**src/rtl/baud_gen_pkg.sv**
```systemverilog
// Shared constants and elaboration-time divisor arithmetic for the baud
// tick generator. Assumes rate codes are 4 bits wide and code 0 is the bypass.
package baud_gen_pkg;
    localparam int RATE_W    = 4;
    localparam int NUM_CODES = 1 << RATE_W;

    // Bit rate times 100 for each internal code; 0 marks the bypass code.
    function automatic longint baud_x100(input int code);
        case (code)
            1:       return 64'd5000;
            2:       return 64'd7500;
            3:       return 64'd10992;
            4:       return 64'd13458;
            5:       return 64'd15000;
            6:       return 64'd30000;
            7:       return 64'd60000;
            8:       return 64'd120000;
            9:       return 64'd180000;
            10:      return 64'd240000;
            11:      return 64'd360000;
            12:      return 64'd480000;
            13:      return 64'd720000;
            14:      return 64'd960000;
            15:      return 64'd1920000;
            default: return 64'd0;
        endcase
    endfunction

    // Rounded divisor ref_hz / (16 * baud); the bypass code gets 1.
    function automatic longint rate_divisor(input int code, input longint ref_hz);
        longint b;
        b = baud_x100(code);
        if (b == 0) return 64'd1;
        return (ref_hz * 100 + 8 * b) / (16 * b);
    endfunction
endpackage

```
**src/rtl/baud_cfg_reg.sv**
```systemverilog
// Holds the rate code and the receive-source bit. A program reset has
// priority over a write. Assumes both strobes are synchronous to clk.
module baud_cfg_reg
    import baud_gen_pkg::*;
(
    input  logic              clk,
    input  logic              rst_n,
    input  logic              clr,
    input  logic              wr_en,
    input  logic [RATE_W-1:0] wr_rate,
    input  logic              wr_rx_ext,
    output logic [RATE_W-1:0] rate_q,
    output logic              rx_ext_q
);
    // Load the fields on a write, return them to idle on either reset.
    always_ff @(posedge clk) begin
        if (!rst_n || clr) begin
            rate_q   <= '0;
            rx_ext_q <= 1'b0;
        end else if (wr_en) begin
            rate_q   <= wr_rate;
            rx_ext_q <= wr_rx_ext;
        end
    end
endmodule

```
**src/rtl/baud_divider.sv**
```systemverilog
// Down-counter that gives a one-cycle pulse every (run_m1 + 1) cycles while
// run is high. A load restarts the count from load_m1 on the same edge.
// Assumes run_m1 is at least 1.
module baud_divider #(
    parameter int DIV_W = 12
) (
    input  logic             clk,
    input  logic             rst_n,
    input  logic             clr,
    input  logic             load,
    input  logic [DIV_W-1:0] load_m1,
    input  logic             run,
    input  logic [DIV_W-1:0] run_m1,
    output logic [DIV_W-1:0] cnt_q,
    output logic             tick_q
);
    // Count down, pulse at zero and reload; a load or clear takes priority.
    always_ff @(posedge clk) begin
        if (!rst_n || clr) begin
            cnt_q  <= '0;
            tick_q <= 1'b0;
        end else if (load) begin
            cnt_q  <= load_m1;
            tick_q <= 1'b0;
        end else if (!run) begin
            cnt_q  <= '0;
            tick_q <= 1'b0;
        end else if (cnt_q == '0) begin
            cnt_q  <= run_m1;
            tick_q <= 1'b1;
        end else begin
            cnt_q  <= cnt_q - 1'b1;
            tick_q <= 1'b0;
        end
    end
endmodule

```
**src/rtl/baud_ext_sync.sv**
```systemverilog
// Brings an asynchronous clock into the clk domain through STAGES flops and
// gives one registered pulse per rising edge. Assumes the input's high and
// low phases each last at least two clk cycles.
module baud_ext_sync #(
    parameter int STAGES = 2
) (
    input  logic clk,
    input  logic rst_n,
    input  logic clr,
    input  logic async_in,
    output logic rise_q
);
    logic [STAGES:0] sh_q;

    // Shift the input through the synchronizer and keep one history bit.
    always_ff @(posedge clk) begin
        if (!rst_n || clr) sh_q <= '0;
        else               sh_q <= {sh_q[STAGES-1:0], async_in};
    end

    // Register the rising-edge detect of the synchronized level.
    always_ff @(posedge clk) begin
        if (!rst_n || clr) rise_q <= 1'b0;
        else               rise_q <= sh_q[STAGES-1] & ~sh_q[STAGES];
    end
endmodule

```
**src/rtl/baud_tick_gen.sv**
```systemverilog
// Top of the baud tick generator. It builds the divisor table from REF_HZ,
// runs the internal divider or the external clock path, and steers both
// paths to the transmit and receive enables. Assumes ext_clk runs slower
// than clk / 4.
module baud_tick_gen
    import baud_gen_pkg::*;
#(
    parameter longint REF_HZ      = 64'd1843200,
    parameter int     SYNC_STAGES = 2
) (
    input  logic              clk,
    input  logic              rst_n,
    input  logic              prog_rst,
    input  logic              cfg_wr,
    input  logic [RATE_W-1:0] cfg_rate,
    input  logic              cfg_rx_ext,
    input  logic              ext_clk,
    output logic              tx_tick,
    output logic              rx_tick
);
    localparam int DIV_W = $clog2(int'(rate_divisor(1, REF_HZ)) + 1);

    logic [RATE_W-1:0] rate_q;
    logic              rx_ext_q;
    logic [DIV_W-1:0]  div_m1_tab [NUM_CODES];
    logic [DIV_W-1:0]  run_m1;
    logic [DIV_W-1:0]  load_m1;
    logic [DIV_W-1:0]  div_cnt;
    logic              div_tick;
    logic              ext_tick;

    // One constant table entry per rate code, computed at elaboration.
    for (genvar g = 0; g < NUM_CODES; g++) begin : g_tab
        assign div_m1_tab[g] = DIV_W'(rate_divisor(g, REF_HZ) - 1);
    end

    baud_cfg_reg u_cfg (
        .clk       (clk),
        .rst_n     (rst_n),
        .clr       (prog_rst),
        .wr_en     (cfg_wr),
        .wr_rate   (cfg_rate),
        .wr_rx_ext (cfg_rx_ext),
        .rate_q    (rate_q),
        .rx_ext_q  (rx_ext_q)
    );

    // Look up the running divisor and the divisor for a pending write.
    always_comb begin
        run_m1  = div_m1_tab[rate_q];
        load_m1 = div_m1_tab[cfg_rate];
    end

    baud_divider #(.DIV_W(DIV_W)) u_div (
        .clk     (clk),
        .rst_n   (rst_n),
        .clr     (prog_rst),
        .load    (cfg_wr),
        .load_m1 (load_m1),
        .run     (rate_q != '0),
        .run_m1  (run_m1),
        .cnt_q   (div_cnt),
        .tick_q  (div_tick)
    );

    baud_ext_sync #(.STAGES(SYNC_STAGES)) u_sync (
        .clk      (clk),
        .rst_n    (rst_n),
        .clr      (prog_rst),
        .async_in (ext_clk),
        .rise_q   (ext_tick)
    );

    // Steer the internal and external paths to the two enables.
    always_comb begin
        tx_tick = (rate_q == '0) ? ext_tick : div_tick;
        rx_tick = rx_ext_q ? ext_tick : tx_tick;
    end
endmodule

```
**config.mk**
```make
export PLATFORM = sky130hd
export DESIGN_NAME = baud_tick_gen
export DESIGN_NICKNAME = d
export VERILOG_FILES = /design/src/rtl/baud_gen_pkg.sv /design/src/rtl/baud_cfg_reg.sv /design/src/rtl/baud_divider.sv /design/src/rtl/baud_ext_sync.sv /design/src/rtl/baud_tick_gen.sv
export SDC_FILE = /design/constraint.sdc
export NUM_CORES = 1
export LEC_CHECK = 0
export ABC_CLOCK_PERIOD_IN_PS = 5570
export BUFFER_PORTS_ARGS = -buffer_cell sky130_fd_sc_hd__buf_2
export CORE_MARGIN = 2
export CORE_UTILIZATION = 45
export DETAILED_ROUTE_END_ITERATION = 6
export GPL_TIMING_DRIVEN = 0
export SLEW_MARGIN = 20
export SYNTH_ARGS = -nofsm -noshare
export SYNTH_HDL_FRONTEND = slang
export SYNTH_SLANG_ARGS = --single-unit
```
**constraint.sdc**
```tcl
create_clock -name clk -period 5.57 [get_ports clk]
set_input_delay 1.671 -clock clk [delete_from_list [all_inputs] [get_ports clk]]
set_output_delay 1.671 -clock clk [all_outputs]
set_load 0.02 [all_outputs]
```
Word-level counts from Yosys, hierarchy flattened
Memories as Yosys holds them, arrays and structs flattened.
Cells that the tools add are included.
Storage, ports and cells
  memories kept: 2
  register bits: 22
  output and inout port bits: 2
  input bits: 10
  memory bits (read-only): 384
  word-level logic and storage cells: 32
Memories
  (no name shown): depth 16, bits a word 12, read ports 1, clocked after memory_dff 0, wr ports 0, RTL line baud_tick_gen.sv:51  | load_m1 = div_m1_tab[cfg_rate];
  (no name shown): depth 16, bits a word 12, read ports 1, clocked after memory_dff 0, wr ports 0, RTL line baud_tick_gen.sv:50  | run_m1 = div_m1_tab[rate_q];
Operators by class
  bitwise operators: 5
  reductions and logical operators: 6
  mux-type cells: 10
  $lt $le $gt $ge: 2
  $add $sub $neg: 1
Operators with widths (count)
  $mux W12: 7
  $logic_not A12 Y1: 1
  $sub A12 B1 Y12 const B: 1
  $ge A5 B5 Y1 const B: 2
  $not A4 Y5: 2
  $logic_not A4 Y1: 1
  $reduce_bool A4 Y1: 1
  $mux W1: 3
  $reduce_or A3 Y1: 1
  $not A1 Y1: 2
  $and A1 B1 Y1: 1
  $logic_not A1 Y1: 1
  $logic_or A1 B1 Y1: 1

Depth between registers and ports, before layout
  depth in word-level cells: 7
  depth in mapped cells: 8
  gate-level depth less buffers: 7

Hierarchy
Synthesis repeated with hierarchy kept, for this count alone.
Second synthesis, totals
  cell total of the unflattened synthesis: 194
  area, all modules: 1602.8 sq um
Modules (own cells, without submodules)
  baud_divider: instances 1, cells each 100, area each 833.3 sq um
  baud_tick_gen: instances 1, cells each 69, area each 460.4 sq um
  baud_cfg_reg: instances 1, cells each 17, area each 186.4 sq um
  baud_ext_sync: instances 1, cells each 8, area each 122.6 sq um

Worst setup path after synthesis
OpenSTA, ideal clock, no wires.
  path kind: register to output
  start: register u_cfg.rate_q[0]
  end: output port rx_tick
  stages on the path, launching flop included: 6
  path buffers: 0
  arrival: 1.488 ns
  setup slack: 2.411 ns
  required time: 3.899 ns
  path through: dfxtp_1 > inv_1 > ha_1 > nand2_1 > mux2_2 > mux2_2
On the way
  cells in the longest elaborated chain, start to end: 3
Ends and longest elaborated chain
  from (decl): RTL line baud_cfg_reg.sv:12  | output logic [RATE_W-1:0] rate_q,
  from (signal assigned): RTL line baud_cfg_reg.sv:21  | rate_q <= wr_rate;
  $logic_not A4 Y1: RTL line baud_tick_gen.sv:76  | tx_tick = (rate_q == '0) ? ext_tick : div_tick;
  $mux W1: RTL line baud_tick_gen.sv:76
  net tx_tick: RTL line baud_tick_gen.sv:18  | output logic tx_tick,
  $mux W1: RTL line baud_tick_gen.sv:77  | rx_tick = rx_ext_q ? ext_tick : tx_tick;
  to (decl): RTL line baud_tick_gen.sv:19  | output logic rx_tick
The timed path passes the listed nets, and every way through them passes these cells.

Worst setup path after layout
  start: register u_cfg.rate_q[0]
  end: output port rx_tick
On the way
  cells in the longest elaborated chain, start to end: 3
Ends and longest elaborated chain (RTL line)
  $logic_not A4 Y1: baud_tick_gen.sv:76
  $mux W1: baud_tick_gen.sv:76
  $mux W1: baud_tick_gen.sv:77
No other way between the ends.

==> results.md <==
* Seq/Total Area, Yosys at 0.2951
* Cts repair resizes at 0
* Total CTS buffers at 3
* Worst EP required at approximately 4 ns
* Post-synthesis cell area at 1493 um2
* Syn Nets at 210
* Post-synthesis compound-gate area fraction at 0.2230
* CTS tree: done
* Drt initial violations at between 80 and 90
* Global-route wire length before repair at 5.823 mm
* H-tree lvl count at 1
* Yosys warns at 0
* CP endpoint kind: primary output
* Initial antenna violation count at 0
* Fill cells at 319
* Most used flip-flop cell after synthesis: dfxtp_1
* Post-synth EDFFs at 0
* Final HPWL DP at 2.883 mm
* Slew @ Worst Pin at 0.5489 ns
* MaxCap Viol Count at 0
* Setup bufs post-CTS at 0
* Area grow syn2layout at 9.472%
* Top post-synthesis cells by count: dfxtp_1 (22), nor2_1 (17), o21ai_0 (17), a21oi_1 (16), nand2_1 (14)
* Clock Root Buffer: clkbuf_4
* Hold Buf Count CTS at 0
* Fin. max-slew vios at 0
* Post-route ant nets at 0
* Core area at 3103 um2
* WL final at 3.502 mm
* N_diodes at 0
* Peak VDD IR at 110.4 uV
* Most frequent cell after synthesis: dfxtp_1
* Mean Syn Cell Area at around 7.9 um2
* Post-Layout Cell Count at roughly 250
* Mux contribution to synthesized area at 0.05532
* Die area at 3794 um2
* RSZ-0062 raised after global routing: false
* Area share of xor/xnor cells in the synthesized design at 0.02347
* Row cnt at 20
* Max clock buf depth at 2
* Die Y at between 60 and 70 um
* Crit Path Max Fanout at 6
* Post-synth top area share at 0.2951
* Placed cell count at 242
* Arrival time at the worst endpoint at ~2.0 ns
* Vias in the first global route at 1261
* Pin count of the biggest net entering global routing at 13
* Kind of critical path: register to primary output
* Flops & latches, synth at 22
* Width of the chip at 61.60 um
* Final setup vio count at 0
* Worst skew pair latency at 0.30 ns
* DR pass1 iterations at 4
* Area leader, netlist: dfxtp_1
* Initial Util at 0.4810
* Setup_tns at 0 ns
* Post-Synth Simple-Gate Area at 0.2540
* Critical path launch point type: register
* Synth top area cells: dfxtp_1 (30%), ha_1 (10%), o21ai_0 (5.7%)
* Total track usage at 0.2062
* Gpl congestion at 0.8235
* Layout cells sized above 1 at 0.1139
* DRC Markers at 0
* Pwr/cell area at 221.4 nW/um2
* Ports at 12
* GR Overflow Total at 0
* Synth Area in Adders at 0.1006
* Via Count at 1386
* Clock transition at the registers of the reported paths at roughly 0.11 ns
* Final Skew at between 0.002 and 0.003 ns
* Clk sinks at 22
* Largest family of logic cells by synthesized area: simple AND/OR/NAND/NOR gates
* Status: completed
* WL/cell at 14.24 um
* Post-Syn Instances at 188
* Yosys cell types at 45
* Final worst path period share at 0.6533
* Routed vias/inst at 5.634
* Post-synth ARST share at 0
* PortBufs at 10
* Minimum clock period at 3.639 ns
* Leak Pwr at a little under 0.7 nW
* Slew Limit Headroom at 0.6341
* Worst hold path class: register to register
* Final net count at ~230
* Max Clk Rate at 274.8 MHz
* Final Hold Viols at 0
report_power, final:
part / internal, mW / switching [mW] / leakage (nW)
Sequential: 0.163 / 0.00619 / 0.179
Combinational: 0.0439 / 0.0643 / 0.475
Clock: 0.0398 / 0.0448 / 0.0210
state kept, by name (all words and copies together), names as in the netlist:
register	flops
u_div.tick_q	1
u_cfg.rx_ext_q	1
u_cfg.rate_q	4
u_sync.sh_q	3
u_div.cnt_q	12
u_sync.rise_q	1
through the flow:
| step | hold WS, ns | power, mW | instance area (um2) | utilization | setup slack, ns |
|---|---|---|---|---|---|
| after floorplan | 0.3674 | 0.2529 | 1493 | - | 2.411 |
| after global placement | 0.3705 | 0.2782 | 1598 | 0.5149 | 2.264 |
| after detailed placement | 0.3750 | 0.2794 | 1598 | 0.5149 | 2.261 |
| after CTS | 0.3923 | 0.3644 | 1634 | 0.5266 | 1.908 |
| after global routing | 0.4002 | 0.3854 | 1634 | 0.5266 | 1.751 |
| final | 0.3879 | 0.3618 | 1634 | 0.5266 | 1.931 |
layout by cell type, fill, tap and decap left out, types with 2 or more instances in the layout:
cell type  count
nor2_1        17
clkbuf_1       7
nand3b_1       2
buf_2         11
a311o_1        2
ha_1          12
dfxtp_1       22
xor2_1         3
o21ai_0       17
nand2_1       14
nand3_1        8
nand2b_1       7
clkbuf_4       3
mux2_2         2
nor3_1         2
and2_1         5
o31ai_1        2
inv_1         10
a211oi_1       2
nor4_1         3
a21oi_1       16
or3_1          2
nor2b_1        2
mux2i_1        6
o211ai_1       3
cells by family after synthesis:
family,count (synthesis)
AOI/OAI and AO/OA,54
xor gates and xnor gates,4
buffers and inverters,19
DFF,22
muxes,8
and+or+nand+nor,69
adders and majority gates,12
critical path, stage by stage (launching register included):
cell     delay [ns]
dfxtp_1        0.45
inv_1          0.12
ha_1           0.27
nand2_1        0.08
mux2_2         0.33
mux2_2         0.25
buf_2          0.15
routing by layer:
metal | track usage | routed length (um)
met1 | 0.2919 | 1619
met2 | 0.3248 | 1625
met3 | 0.03361 | 204
met4 | 0.05471 | 52
met5 | 0 | 0
worst paths after layout:
path,start,endpoint,slack (ns),cells after the start
max reg2reg,u_div.cnt_q[0],u_div.cnt_q[3],3.59,7
max,u_cfg.rate_q[0],rx_tick,1.93,6
min,u_sync.sh_q[2],u_sync.rise_q,0.39,1
min reg2reg,u_sync.sh_q[2],u_sync.rise_q,0.39,1
area by class of cell:
type	instances	area [um2]	share of cell area
timing repair buffer	10	50.05	0.03063
multi-input combinational	147	979.7	0.5995
clock buffer	4	36.28	0.02221
inverter	10	37.54	0.02297
tap	44	55.05	0.03369
buffer	9	35.03	0.02144
sequential	22	440.4	0.2695
(Power assumes the default switching activity.)
